## src/rtl/tdq_pkg.sv

```systemverilog
package tdq_pkg;
   localparam int LEN_W   = 11;
   localparam int EOF_B   = 15;
   localparam int NOCRC_B = 16;
   localparam int EXH_B   = 27;
   localparam int UNDR_B  = 28;
   localparam int WRAP_B  = 30;
   localparam int USED_B  = 31;

   localparam logic [31:0] USED_M = 32'h1 << USED_B;
   localparam logic [31:0] UNDR_M = 32'h1 << UNDR_B;
   localparam logic [31:0] EXH_M  = 32'h1 << EXH_B;

   typedef enum logic [2:0] {
      ST_IDLE,
      ST_CTRL,
      ST_ADDR,
      ST_SEND,
      ST_WB,
      ST_EXH
   } tdq_state_e;
endpackage

```

## src/rtl/tdq_ring_ptr.sv

```systemverilog
module tdq_ring_ptr #(
   parameter int ADDR_W = 8,
   parameter int IDX_W  = 4
) (
   input  logic              clk,
   input  logic              rst_n,
   input  logic [ADDR_W-1:0] base_i,
   input  logic              advance_i,
   input  logic              wrap_i,
   output logic [ADDR_W-1:0] ptr_addr_o,
   output logic [ADDR_W-1:0] stat_addr_o
);
   if (IDX_W < 1 || ADDR_W <= IDX_W) begin : g_bad_cfg
      $error("tdq_ring_ptr: ADDR_W must exceed IDX_W and IDX_W must be positive");
   end

   logic [IDX_W-1:0]  idx_q;
   logic [ADDR_W-1:0] slot_off;

   assign slot_off    = ADDR_W'({idx_q, 1'b0});
   assign ptr_addr_o  = base_i + slot_off;
   assign stat_addr_o = base_i + slot_off + ADDR_W'(1);

   always_ff @(posedge clk) begin
      if (!rst_n)         idx_q <= '0;
      else if (advance_i) idx_q <= wrap_i ? '0 : idx_q + IDX_W'(1);
   end

   assert_wrap_to_base_R5: assert property (@(posedge clk) disable iff (!rst_n)
      (advance_i && wrap_i) |=> (ptr_addr_o == $past(base_i)));
endmodule

```

## src/rtl/tdq_stall_timer.sv

```systemverilog
module tdq_stall_timer #(
   parameter int CNT_W  = 8,
   parameter bit ENABLE = 1'b1
) (
   input  logic             clk,
   input  logic             rst_n,
   input  logic             active_i,
   input  logic             ready_i,
   input  logic [CNT_W-1:0] limit_i,
   output logic             expire_o
);
   if (CNT_W < 1) begin : g_bad_cfg
      $error("tdq_stall_timer: CNT_W must be positive");
   end

   if (ENABLE) begin : g_on
      logic [CNT_W-1:0] cnt_q;
      logic             stalled;

      assign stalled  = active_i && !ready_i;
      assign expire_o = stalled && (limit_i != '0) && (cnt_q >= limit_i);

      always_ff @(posedge clk) begin
         if (!rst_n)                    cnt_q <= '0;
         else if (!stalled || expire_o) cnt_q <= '0;
         else if (cnt_q != '1)          cnt_q <= cnt_q + CNT_W'(1);
      end

      assert_expire_after_stall_R8: assert property (@(posedge clk) disable iff (!rst_n)
         expire_o |-> $past(active_i && !ready_i));
   end else begin : g_off
      assign expire_o = 1'b0;
   end
endmodule

```

## src/rtl/tdq_tx_reader.sv

```systemverilog
module tdq_tx_reader
   import tdq_pkg::*;
#(
   parameter int ADDR_W   = 8,
   parameter int IDX_W    = 4,
   parameter int STALL_W  = 8,
   parameter bit STALL_EN = 1'b1
) (
   input  logic               clk,
   input  logic               rst_n,
   input  logic               start_i,
   input  logic               halt_i,
   input  logic [ADDR_W-1:0]  base_i,
   input  logic [STALL_W-1:0] stall_limit_i,
   output logic [ADDR_W-1:0]  desc_addr_o,
   input  logic [31:0]        desc_rdata_i,
   output logic               desc_we_o,
   output logic [31:0]        desc_wdata_o,
   output logic [31:0]        buf_addr_o,
   input  logic [7:0]         buf_rdata_i,
   output logic               tx_valid_o,
   input  logic               tx_ready_i,
   output logic [7:0]         tx_data_o,
   output logic               tx_last_o,
   output logic               tx_nocrc_o,
   output logic               tx_err_o,
   output logic               tx_go_o,
   output logic               err_underrun_o,
   output logic               err_exhausted_o
);
   tdq_state_e        state_q;
   logic [31:0]       ctrl_q;
   logic [31:0]       baddr_q;
   logic [LEN_W-1:0]  off_q;
   logic              in_frame_q;
   logic              halt_q;
   logic              err_u_q;
   logic              err_x_q;
   logic              advance;
   logic              stall_hit;
   logic              last_byte;
   logic              frame_end;
   logic [ADDR_W-1:0] ptr_addr;
   logic [ADDR_W-1:0] stat_addr;

   tdq_ring_ptr #(.ADDR_W(ADDR_W), .IDX_W(IDX_W)) u_ptr (
      .clk        (clk),
      .rst_n      (rst_n),
      .base_i     (base_i),
      .advance_i  (advance),
      .wrap_i     (ctrl_q[WRAP_B]),
      .ptr_addr_o (ptr_addr),
      .stat_addr_o(stat_addr)
   );

   tdq_stall_timer #(.CNT_W(STALL_W), .ENABLE(STALL_EN)) u_stall (
      .clk     (clk),
      .rst_n   (rst_n),
      .active_i(state_q == ST_SEND),
      .ready_i (tx_ready_i),
      .limit_i (stall_limit_i),
      .expire_o(stall_hit)
   );

   assign last_byte  = (off_q == (ctrl_q[LEN_W-1:0] - LEN_W'(1)));
   assign frame_end  = (state_q == ST_SEND) && last_byte && ctrl_q[EOF_B];

   assign desc_addr_o = (state_q == ST_ADDR) ? ptr_addr : stat_addr;
   assign buf_addr_o  = baddr_q + 32'(off_q);
   assign tx_valid_o  = (state_q == ST_SEND) || (state_q == ST_EXH);
   assign tx_data_o   = (state_q == ST_EXH) ? 8'h00 : buf_rdata_i;
   assign tx_last_o   = frame_end || (state_q == ST_EXH);
   assign tx_nocrc_o  = frame_end && ctrl_q[NOCRC_B];
   assign tx_err_o    = (state_q == ST_EXH);
   assign tx_go_o     = (state_q != ST_IDLE);
   assign err_underrun_o  = err_u_q;
   assign err_exhausted_o = err_x_q;

   always_comb begin
      desc_we_o    = 1'b0;
      desc_wdata_o = ctrl_q;
      advance      = 1'b0;
      unique case (state_q)
         ST_WB: begin
            desc_we_o    = 1'b1;
            desc_wdata_o = ctrl_q | USED_M;
            advance      = 1'b1;
         end
         ST_SEND: if (stall_hit) begin
            desc_we_o    = 1'b1;
            desc_wdata_o = ctrl_q | USED_M | UNDR_M;
            advance      = 1'b1;
         end
         ST_EXH: if (tx_ready_i) begin
            desc_we_o    = 1'b1;
            desc_wdata_o = ctrl_q | EXH_M;
         end
         default: ;
      endcase
   end

   always_ff @(posedge clk) begin
      if (!rst_n) begin
         state_q    <= ST_IDLE;
         ctrl_q     <= '0;
         baddr_q    <= '0;
         off_q      <= '0;
         in_frame_q <= 1'b0;
         halt_q     <= 1'b0;
         err_u_q    <= 1'b0;
         err_x_q    <= 1'b0;
      end else begin
         if (halt_i && state_q != ST_IDLE) halt_q <= 1'b1;
         unique case (state_q)
            ST_IDLE: if (start_i) begin
               state_q <= ST_CTRL;
               err_u_q <= 1'b0;
               err_x_q <= 1'b0;
               halt_q  <= 1'b0;
            end
            ST_CTRL: begin
               ctrl_q <= desc_rdata_i;
               if (!in_frame_q && halt_q) begin
                  state_q <= ST_IDLE;
                  halt_q  <= 1'b0;
               end else if (desc_rdata_i[USED_B]) begin
                  state_q <= in_frame_q ? ST_EXH : ST_IDLE;
                  if (!in_frame_q) halt_q <= 1'b0;
               end else begin
                  state_q <= ST_ADDR;
               end
            end
            ST_ADDR: begin
               baddr_q <= desc_rdata_i;
               off_q   <= '0;
               state_q <= (ctrl_q[LEN_W-1:0] == '0) ? ST_WB : ST_SEND;
            end
            ST_SEND: begin
               if (stall_hit) begin
                  state_q    <= ST_IDLE;
                  err_u_q    <= 1'b1;
                  in_frame_q <= 1'b0;
                  halt_q     <= 1'b0;
               end else if (tx_ready_i) begin
                  if (last_byte) state_q <= ST_WB;
                  else           off_q   <= off_q + LEN_W'(1);
               end
            end
            ST_WB: begin
               in_frame_q <= !ctrl_q[EOF_B];
               state_q    <= ST_CTRL;
            end
            ST_EXH: if (tx_ready_i) begin
               state_q    <= ST_IDLE;
               err_x_q    <= 1'b1;
               in_frame_q <= 1'b0;
               halt_q     <= 1'b0;
            end
            default: state_q <= ST_IDLE;
         endcase
      end
   end

   assert_wb_owned_R4: assert property (@(posedge clk) disable iff (!rst_n)
      desc_we_o |-> desc_wdata_o[USED_B]);

   assert_wb_after_accept_R4: assert property (@(posedge clk) disable iff (!rst_n)
      (state_q == ST_WB) |->
         ($past(state_q == ST_SEND && tx_ready_i && last_byte) || $past(state_q == ST_ADDR)));

   assert_nocrc_on_last_R3: assert property (@(posedge clk) disable iff (!rst_n)
      tx_nocrc_o |-> (tx_last_o && tx_valid_o && !tx_err_o));

   assert_beat_held_R9: assert property (@(posedge clk) disable iff (!rst_n)
      (state_q == ST_SEND && !tx_ready_i) |=>
         ((tx_valid_o && $stable(buf_addr_o)) || err_underrun_o));

   assert_idle_quiet_R1: assert property (@(posedge clk) disable iff (!rst_n)
      !tx_go_o |-> (!tx_valid_o && !desc_we_o));

   assert_single_error_R7: assert property (@(posedge clk) disable iff (!rst_n)
      $rose(err_exhausted_o) |-> ($past(tx_err_o && tx_ready_i) && !tx_go_o));
endmodule

```

## config.mk

```make
export PLATFORM = sky130hd
export DESIGN_NAME = tdq_tx_reader
export DESIGN_NICKNAME = d
export VERILOG_FILES = /design/src/rtl/tdq_pkg.sv /design/src/rtl/tdq_ring_ptr.sv /design/src/rtl/tdq_stall_timer.sv /design/src/rtl/tdq_tx_reader.sv
export SDC_FILE = /design/constraint.sdc
export NUM_CORES = 1
export LEC_CHECK = 0
export ABC_AREA = 1
export BUFFER_PORTS_ARGS = -buffer_cell sky130_fd_sc_hd__buf_2
export CAP_MARGIN = 30
export CORE_ASPECT_RATIO = 1.4
export CORE_UTILIZATION = 40
export CTS_CLUSTER_SIZE = 8
export DETAILED_ROUTE_END_ITERATION = 10
export PLACE_DENSITY = 0.7
export SYNTH_ARGS = -nofsm -noshare
export SYNTH_HDL_FRONTEND = slang
export SYNTH_SLANG_ARGS = --single-unit
export TNS_END_PERCENT = 1
```

## constraint.sdc

```tcl
create_clock -name clk -period 2.4 [get_ports clk]
set_input_delay 0.48 -clock clk [delete_from_list [all_inputs] [get_ports clk]]
set_output_delay 0.48 -clock clk [all_outputs]
set_load 0.005 [all_outputs]
```

# == Word level (Yosys, flattened, before mapping) ==
# Cells that the tools add are included.
# word_totals
register_bits,94
mem_count,0
ramBits,0
output_inout_bits,88
latchBits,0
wordCells,103
romBits,0
inputBits,61
# op_classes
n_lt_le_gt_ge,1
n_reduce_logical,29
mul,0
addsub,7
n_eq_ne,15
n_div,0
n_mux,40
shift,0
bitwise,1
# ops
cell,n
32-bit case mux with 3 select lines,1
11-bit two-way mux,3
32-bit by 11-bit adder with 32-bit output,1
32-bit two-way mux,1
28-bit two-way mux,1
3-bit two-way mux,9
11-bit case mux with 2 select lines,1
3-bit case mux with 6 select lines,1
8-bit by 1-bit adder with 8-bit output (second input constant),2
8-bit two-way mux,2
1-bit two-way mux,14
2-bit != test (second input constant),6
11-bit by 1-bit adder with 11-bit output (second input constant),1
11-bit == test,1
11-bit logical NOT,1
11-bit by 1-bit subtractor with 11-bit output (second input constant),1
3-bit AND reduction,3
8-bit by 5-bit adder with 8-bit output,1
8-bit >= comparator,1
1-bit logical AND,8
8-bit != test (second input constant),1
4-bit AND reduction,2
8-bit nonzero test,1
3-bit by 2-bit == test with 1-bit output (second input constant),2
other kinds (15),28

# == Depth between registers and ports, before layout ==
# Gate-level depths: netlist of run 1.
# logic_depth
word_depth,7
mapped_depth,16

# == By module ==
# A second synthesis of run 1 with hierarchy kept.
# unflattened
cells_unflattened,947
hier_area_um2,6277.3
# by_module_without_submodules
mod,cells_per_inst,n_inst,area_each_um2,seq_area_each_um2
tdq_tx_reader,757,1,5047.3,1641.6
tdq_stall_timer,97,1,654.4,160.2
tdq_ring_ptr,93,1,575.6,80.1

# == Least setup slack after synthesis of run 1 ==
# Ideal clock, no wire load.
# synth_timing
path_kind,flip-flop to output port
startpoint,reg off_q[0]
endpoint,out buf_addr_o[20]
t_arrival_ns,2.101
required_ns,1.920
setup_slack_ns,-0.181
n_path_buf,0
path_stages_with_launch,15
path_cell_list,dfxtp_1 > ha_1 > inv_1 > fa_1 > o21ai_1 > o21ai_1 > o21ai_2 > nand2_1 > nand2_2 > nand2_1 > nand2_2 > inv_2 > nor2_2 > nand2_1 > xor2_1
# synth_between
elab_chain_cells,1
# synth_lines
element,line,text
start: declaration,tdq_tx_reader.sv:34,logic [LEN_W-1:0] off_q;
start signal: assignment,tdq_tx_reader.sv:146,else off_q <= off_q + LEN_W'(1);
32-bit by 11-bit adder with 32-bit output,tdq_tx_reader.sv:69,assign buf_addr_o = baddr_q + 32'(off_q);
end: declaration,tdq_tx_reader.sv:19,"output logic [31:0] buf_addr_o,"
# No other way between the ends.

# == Worst setup path in the final report of run 1 ==
# layout_timing
startpoint,reg baddr_q[0]
endpoint,out buf_addr_o[30]
# layout_between
elab_chain_cells,1
# layout_lines
element,line,text
start: declaration,tdq_tx_reader.sv:33,logic [31:0] baddr_q;
start signal: assignment,tdq_tx_reader.sv:134,baddr_q <= desc_rdata_i;
32-bit by 11-bit adder with 32-bit output,tdq_tx_reader.sv:69,
# No other way between the ends.

==> results by group, run 1 <==
Min path
  – Endpoint of the worst hold path: ctrl_q[25]
  – Hold Path Origin: desc_rdata_i[25]
  – Hold WC Path Type: input pin to flop
  – Cells on Worst Hold Path: 3

Setup path
  – Critical path data arrival time: 2.40 ns
  – CP Data Required Time: 1.92 ns
  – Kind of start point of the critical path: flop
  – Classification of the worst setup path: flop to output pin
  – Crit end category: output pin
  – Largest driver fanout on the critical path: 3
  – Register-to-Register Path Depth: 13
  – Setup slack of the worst register-to-register path: 0.44 ns
  – Critical register-to-register path endpoint: off_q[8]
  – Reg-to-Reg Start: ctrl_q[0]

Global route
  – Maximum number of pins on one net before global-route repair: 50
  – Number of antenna violations at the first check in global routing: 0
  – Global-route wire length before repair: 28.1 mm
  – Vias in the first global route: 5969
  – Overall overflow remaining after global route: 0
  – GRT Util Overall: 22.2%

Synthesis
  – Main area contributors after synthesis: dfxtp_1, nand2_1, nor2_1, xor2_1, inv_1
  – Number of library cell types mapped by synthesis: 37
  – Sequential element share of the synthesized area: 30.7%
  – Share of Yosys cell area claimed by the top area cell type: 30.7%
  – Count of yosys warnings during synthesis: 0
  – Post-Syn Area: 0.00613 mm^2
  – Compound-Gate Fraction of Synth Area: 13.5%
  – Main combinational cell family by area after synthesis: simple AND/OR/NAND/NOR gates
  – Average instance area after synthesis: 6.72 um^2
  – Flop and latch count out of synthesis: 94
  – Proportion of synthesized area in mux cells: 0%
  – Total nets after synthesis: 1004
  – Synthesized instance count: 912
  – Cell type with the highest aggregate area in the netlist: dfxtp_1
  – Area share of fa/ha/maj cells after synthesis: 6.57%
  – Post-synthesis share of cell area spent on and, or, nand and nor gates: 28.2%
  – Synthesized-area fraction occupied by xor and xnor cells: 8.71%

Floorplan
  – IO Pins: 149
  – Site Rows: 53
  – Horizontal die dimension: 107 um
  – Vert. Die Dim: 148 um
  – Area of the core: 0.0150 mm^2
  – Starting density of the core: 40.9%
  – Total Die Area: 0.0158 mm^2

Final layout
  – Diodes inserted: 0
  – Number of nets at the end of the flow: 1163
  – Fraction of final layout cells sized beyond drive strength 1: 27.9%
  – Area delta synth->final: 27.6%
  – Count of placed standard cells in the final layout, fillers left out: 1268

Placement
  – RePlAce Congestion: 0.865
  – Number of placed cells counting well taps: 1249
  – Placed wire-length estimate after detailed placement: 13.4 mm
  – Number of buffers added on ports: 148

Power and ir drop
  – Flop pwr share: 34.5%
  – Total power per unit cell area: 774 mW/mm^2
  – Clock power frac: 26.2%
  – Fraction of power consumed by combinational cells: 39.3%
  – Switching share of total power: 37.7%
  – Int Pwr: 0.00377 W
  – Net switching power figure: 0.00228 W
  – Leak: 3.78 nW
  – Maximum VDD drop: 0.000493 V

Timing
  – Tightest slew margin relative to the limit: 65.4%
  – Unrepaired setup endpoints after global routing: true
  – Highest clock rate: 0.347 GHz
  – Number of endpoints with negative hold slack in the final report: 0
  – Post-Route Setup TNS: -8.38 ns
  – Final clock period utilization by the worst path: 120%
  – Smallest setup slack after layout: -0.480 ns
  – Final Slew Violations: 0
  – Worst-margin pin slew: 0.519 ns
  – Maximum clock skew at final layout: 0.0108 ns
  – Post-route minimum period: 2.88 ns
  – Worst Hold Slack: 0.371 ns
  – Final setup vio count: 33

Detailed routing
  – Met1 routed wirelength after detailed routing: 7.25 mm
  – First-pass iteration count of the detailed router: 4
  – Violation count after the first detailed-route iteration: 239
  – Top Metal Used: met4
  – Wire length per cell after detailed routing: 13.5 um
  – Routed wire length on met2: 8.97 mm
  – Detailed-route vias per instance: 4.89
  – # DRC: 0
  – Total wirelength of the detailed-routed design: 17.2 mm
  – Met3 routed WL: 589 um
  – Number of vias in the routed layout: 6203
  – Antenna viol nets, final: 0

Clock network
  – Quantity of hold-fixing buffers added after cts: 0
  – Count of clock tree sinks: 94
  – TritonCTS clock tree: yes
  – Source-to-sink clock delay at the later pin of the worst-skew pair: 0.35 ns
  – CTS HTree Levels: 3
  – CTS root buffer: clkbuf_16
  – Total CTS buffers: 9
  – Post-CTS clock slew at the launch and capture registers of the worst setup and hold paths: 0.07 ns
  – Clock Tree Buf Depth: 2

Outcome
  – Violated checks: setup timing
  – Run status: complete, but fails checks

Run
  – MaxCap Viol Count: 0
## routing by layer
metal / track usage [%] / vias to the layer above
met4: 7.88 / 0
met5: 0 / -
met3: 3.07 / 24
met1: 26.0 / 2845
li1: - / 3203
met2: 40.8 / 131
## layout by cell type, fill, tap and decap left out, types with 3 or more instances in the layout
cell	synthesis	final
nand2_2	5	11
nor4_1	8	8
inv_1	106	103
nor2_4	3	6
nand3_2	4	4
clkbuf_16	0	9
a21oi_1	67	62
o21ai_2	1	3
buf_2	3	148
nor3_1	16	14
ha_1	29	20
nor2_2	9	10
nand4_1	10	10
inv_2	8	11
xor2_1	50	47
nor2_1	145	141
o21a_1	4	4
xnor2_1	11	7
xnor2_2	0	4
nand2_1	155	149
nand3_1	34	34
o21ai_1	4	4
a21oi_2	2	7
buf_6	1	3
dfxtp_1	94	89
buf_4	29	51
dfxtp_2	0	3
o21ai_0	75	73
nand3b_1	3	3
ha_4	0	9
## stage by stage
stage / area, um^2 / setup slack (ns) / power (W) / util [%]
after floorplan: 6150 / -0.0632 / 0.00365 / -
after global placement: 7200 / -0.210 / 0.00435 / 48.1
after detailed placement: 7200 / -0.243 / 0.00439 / 48.1
after CTS: 7670 / -0.518 / 0.00603 / 51.2
after global routing: 7820 / -0.632 / 0.00650 / 52.2
final: 7820 / -0.480 / 0.00605 / 52.2
## synthesized netlist by cell type (all sizes together)
library cell	count
o31ai	2
and3	1
buf	35
nor4	8
nand4	10
clkbuf	20
nand2	162
a21oi	69
o21bai	1
nand3b	3
o21a	4
a211oi	2
nor2	157
nand3	38
inv	114
or2	2
dfxtp	94
ha	29
nor3b	2
o21ai	80
xor2	50
fa	2
xnor2	11
nor3	16
## state kept, by name (all words and copies together), names as in the netlist
register and flops:
baddr_q 32, ctrl_q 32, off_q 11, u_stall.g_on.cnt_q 8
u_ptr.idx_q 4, state_q 3, err_exhausted_o 1, err_underrun_o 1
halt_q 1, in_frame_q 1
## power groups by stage
stage | Combinational (W) | Clock [W] | Sequential, W
final | 0.00238 | 0.00159 | 0.00208
after CTS | 0.00235 | 0.00161 | 0.00207
after global routing | 0.00269 | 0.00169 | 0.00212
after floorplan | 0.00160 | 0 | 0.00206
after global placement | 0.00225 | 0 | 0.00209
after detailed placement | 0.00229 | 0 | 0.00210
## worst max-delay path by stage
stage,start,to,slack [ns],cells past startpoint
2_1_floorplan,off_q[0],buf_addr_o[20],-0.06,14
3_3_place_gp,base_i[1],desc_addr_o[7],-0.21,12
3_5_place_dp,base_i[1],desc_addr_o[7],-0.24,12
4_1_cts,off_q[0],buf_addr_o[18],-0.52,15
5_1_grt,baddr_q[0],buf_addr_o[28],-0.63,14
6_report,baddr_q[0],buf_addr_o[30],-0.48,15
## logic make-up (layout without fill, tap and decap cells)
group	count (synthesis)	count (layout)
AOI/OAI and AO/OA	158	158
xor gates and xnor gates	61	61
adders and majority gates	31	31
buffers and inverters	169	333
DFF	94	94
and+or+nand+nor	399	399
## final cells by class
| class | instances | area, um^2 |
|---|---|---|
| clock inverters | 6 | 91.3 |
| clock buffers | 10 | 239 |
| flip-flops and latches | 94 | 1890 |
| well taps | 192 | 240 |
| inverters | 114 | 428 |
| multi-input cells | 649 | 3750 |
| repair buffers | 203 | 1180 |
| fillers | 1567 | 7170 |
## timing repair
action	CTS	global route
buffers inserted	2	1
endpoints found under the setup margin	38	39
cloned	0	0
pin swaps	10	9
gates resized for setup	30	22
## worst max-delay path, stage by stage (launching register included)
cell and delay (ns):
dfxtp_4 0.36, ha_4 0.14, inv_2 0.04, fa_2 0.34, o21ai_2 0.13, o21ai_2 0.08
o21ai_2 0.15, nand2_1 0.08, nand2_2 0.08, nand2_2 0.05, nand2_2 0.07, inv_2 0.06
nor2_4 0.13, nand2_2 0.09, xnor2_2 0.14, buf_2 0.13
(Power assumes the default switching activity.)
==> inputs of run 2 (changes only) <==
ABC_AREA = 0   (was 1)
SKIP_CTS_REPAIR_TIMING = 1   (was not set)
==> run 2 against run 1 <==
The run ends with DRC, setup timing left. Sequential share of layout area is 1.3 points lower. Worst hold slack better by 0.0079 ns. Sequential cell count unchanged. Final cell count shrank 7.3%. Global-route usage fell by 0.38 points. Die area fell by 0.46%.
==> results by group, run 2 <==
Outcome
  – Run status: complete, but fails checks
  – Violated checks: DRC, setup timing

Placement
  – Placed wire-length estimate after detailed placement: 13.1 mm (-2.7%)
  – Cell Area, Placed: 0.00766 mm^2 (+6.3%)
  – Number of buffers added on ports: 148 (unchanged)
  – RePlAce Congestion: 0.858 (-0.71%)

Synthesis
  – Main area contributors after synthesis: dfxtp_1, nand2_1, a21boi_1, ha_1, xnor2_1
  – Post-synthesis share of cell area spent on and, or, nand and nor gates: 25.1% (-3.1 points)
  – Main combinational cell family by area after synthesis: simple AND/OR/NAND/NOR gates
  – Most used standard cells in the synthesized netlist: nand2_1, dfxtp_1, a21boi_1, nor2_1, xnor2_1
  – Area share of fa/ha/maj cells after synthesis: 6.60% (+0.031 points)
  – Total nets after synthesis: 865 (-14%)
  – Synthesized-area fraction occupied by xor and xnor cells: 8.18% (-0.53 points)
  – Share of flip-flops with an asynchronous set or reset: 0% (unchanged)
  – Count of yosys warnings during synthesis: 0 (unchanged)
  – Count leader, synth: nand2_1
  – Synth Flop Type: dfxtp_1
  – Post-Syn Area: 0.00610 mm^2 (-0.47%)
  – Cell type with the highest aggregate area in the netlist: dfxtp_1
  – Compound-Gate Fraction of Synth Area: 20.0% (+6.5 points)
  – Post-synth EDFFs: 0 (unchanged)
  – Synthesized instance count: 773 (-15%)
  – Proportion of synthesized area in mux cells: 1.64% (+1.6 points)
  – Number of library cell types mapped by synthesis: 68 (+84%)
  – Sequential element share of the synthesized area: 30.8% (+0.14 points)
  – Flop and latch count out of synthesis: 94 (unchanged)
  – Share of Yosys cell area claimed by the top area cell type: 30.8% (+0.14 points)
  – Average instance area after synthesis: 7.89 um^2 (+17%)

Timing
  – Post-route minimum period: 3.01 ns (+0.131 ns)
  – Post-Route Setup TNS: -15.60 ns (-7.22 ns)
  – Final Slew Violations: 0 (unchanged)
  – Tightest slew margin relative to the limit: 66.4% (+1.0 points)
  – Worst-margin pin slew: 0.504 ns (-0.0144 ns)
  – Final setup vio count: 47 (+42%)
  – Number of endpoints with negative hold slack in the final report: 0 (unchanged)
  – Worst Hold Slack: 0.379 ns (+0.00789 ns)
  – Final clock period utilization by the worst path: 125% (+5.5 points)
  – Unrepaired setup endpoints after global routing: true
  – Smallest setup slack after layout: -0.611 ns (-0.131 ns)
  – Maximum clock skew at final layout: 0.00678 ns (-0.00401 ns)
  – Highest clock rate: 0.332 GHz (-4.4%)

Final layout
  – Finished Core Util: 55.1% (+2.9 points)
  – Total area of sequential cells: 0.00189 mm^2 (unchanged)
  – Diodes inserted: 0 (unchanged)
  – Area taken by multi-input logic gates: 0.00409 mm^2 (+9.0%)
  – Number of nets at the end of the flow: 1070 (-8.0%)
  – Number of filler cells placed in the layout: 1442 (-8.0%)
  – Area delta synth->final: 35.3%
  – Most common cell after layout, fill and taps aside: nand2_1
  – Largest registers: baddr_q (32), ctrl_q (32), off_q (11)
  – Fraction of final layout cells sized beyond drive strength 1: 35.1% (+7.2 points)
  – Highest-count cells in the layout ignoring fill and taps: nand2_1, buf_2, buf_4
  – Total non-filler cell area in the finished layout: 0.00826 mm^2 (+5.6%)

Setup path
  – Classification of the worst setup path: flop to output pin
  – Most common cell on crit path: o21ai_2
  – Crit end category: output pin
  – Critical path data arrival time: 2.53 ns (+0.13 ns)
  – Largest driver fanout on the critical path: 10 (+7)
  – Kind of start point of the critical path: flop
  – Max stage delay cell, worst path: dfxtp_2
  – Setup slack of the worst register-to-register path: -0.10 ns (-0.54 ns)
  – List of cells traversed by the critical path: ha_4 -> inv_2 -> fa_2 -> nor2b_2 -> o21ai_2 -> a21boi_2 -> o21ai_2 -> a211oi_4 -> buf_12 -> o2111ai_2 -> xnor2_1 -> buf_2
  – CP Data Required Time: 1.92 ns (about the same)
  – Slowest cell delay on critical path: 0.35 ns (about the same)

Clock network
  – Post-CTS clock slew at the launch and capture registers of the worst setup and hold paths: 0.07 ns (about the same)
  – Clock Tree Buf Depth: 2 (unchanged)
  – CTS root buffer: clkbuf_16
  – CTS HTree Levels: 3 (unchanged)
  – Source-to-sink clock delay at the later pin of the worst-skew pair: 0.34 ns (about the same)
  – Count of clock tree sinks: 94 (unchanged)
  – Total CTS buffers: 9 (unchanged)
  – TritonCTS clock tree: yes

Floorplan
  – Vert. Die Dim: 148 um (-0.23%)
  – Total Die Area: 0.0158 mm^2 (-0.46%)
  – Horizontal die dimension: 106 um (-0.23%)
  – IO Pins: 149 (unchanged)
  – Starting density of the core: 40.7% (-0.19 points)
  – Site Rows: 53 (unchanged)
  – Area of the core: 0.0150 mm^2 (unchanged)

Global route
  – Vias in the first global route: 5818 (-2.5%)
  – Maximum number of pins on one net before global-route repair: 51 (+2.0%)
  – Global-route wire length before repair: 27.5 mm (-2.2%)
  – Number of antenna violations at the first check in global routing: 0 (unchanged)
  – GRT Util Overall: 21.8% (-0.38 points)
  – Overall overflow remaining after global route: 0 (unchanged)

Detailed routing
  – # DRC: 1 (+1)
  – First-pass iteration count of the detailed router: 8 (+4)
  – Number of vias in the routed layout: 6012 (-3.1%)
  – Total wirelength of the detailed-routed design: 17.2 mm (about the same)
  – Violation count after the first detailed-route iteration: 217 (-9.2%)
  – Wire length per cell after detailed routing: 14.6 um (+7.9%)
  – Detailed-route vias per instance: 5.12 (+4.6%)
  – Antenna viol nets, final: 0 (unchanged)

Run
  – MaxCap Viol Count: 0 (unchanged)

Power and ir drop
  – Total power: 0.00402 W (-34%)
  – Maximum VDD drop: 0.000325 V (-34%)
  – Leak: 3.69 nW (-2.6%)
  – Total power per unit cell area: 487 mW/mm^2 (-37%)

Min path
  – Hold WC Path Type: input pin to flop
==> run 2: cell types whose count changed in the layout (fill, tap and decap cells not counted), moves of 10 or more <==
cell,delta
nor2_1,-106
mux2i_1,+10
xnor2_1,+27
o21ai_0,-67
a21oi_1,-48
nand3_1,-20
xor2_1,-28
nand2b_1,+14
inv_1,-80
nand2_1,+32
nand2_2,-10
buf_4,+53
a21boi_1,+70
==> run 2: final cells by class <==
type,instances,share of cell area [%]
Timing Repair Buffer,259,19.7
Clock buffer,10,2.89
Tap cell,192,2.91
Clock inverter,6,0.818
Sequential cell,94,22.9
Inverter,26,1.18
Multi-Input combinational cell,588,49.6
==> run 2: kinds of logic after synthesis <==
family,Yosys count
muxes,10
buffers and inverters,91
DFF,94
AOI/OAI and AO/OA,164
adders and majority gates,31
and+or+nand+nor,326
xor gates and xnor gates,57
==> run 2: power by group <==
group / leakage [nW] / total [W] / internal [W] / switching [W]
logic: 2.77 / 0.000864 / 0.000407 / 0.000457
clock network: 0.154 / 0.00148 / 0.000845 / 0.000638
registers: 0.765 / 0.00167 / 0.00162 / 0.0000507
==> run 2: path summary, 6_finish.rpt <==
check,startpoint,to,cells past startpoint
setup / recovery,baddr_q[0],buf_addr_o[18],12
hold / removal,desc_rdata_i[17],ctrl_q[17],3
hold reg to reg,ctrl_q[29],ctrl_q[29],2
setup reg to reg,ctrl_q[1],off_q[6],10
==> run 2: per-layer routing <==
metal | GRT usage (%) | wire, um | vias to the layer above
li1 | - | - | 3030
met1 | 24.4 | 6880 | 2801
met2 | 39.3 | 8960 | 147
met3 | 4.21 | 761 | 34
met4 | 10.3 | 570 | 0
met5 | 0 | 0 | -
==> run 2: stage by stage <==
step	setup WS, ns	cells
5_1_grt	-0.765	1175
3_5_place_dp	-0.336	1159
3_3_place_gp	-0.317	1159
6_report	-0.611	1175
2_1_floorplan	-0.184	773
4_1_cts	-0.735	1175
==> run 2: worst max-delay path: cells and delay by family (launching register included) <==
family	cells	cell delay, ns
DFF	1	0.35
and+or+nand+nor	1	0.13
adders and majority gates	2	0.47
AOI/OAI and AO/OA	5	0.70
buffers and inverters	3	0.34
xor gates and xnor gates	1	0.20
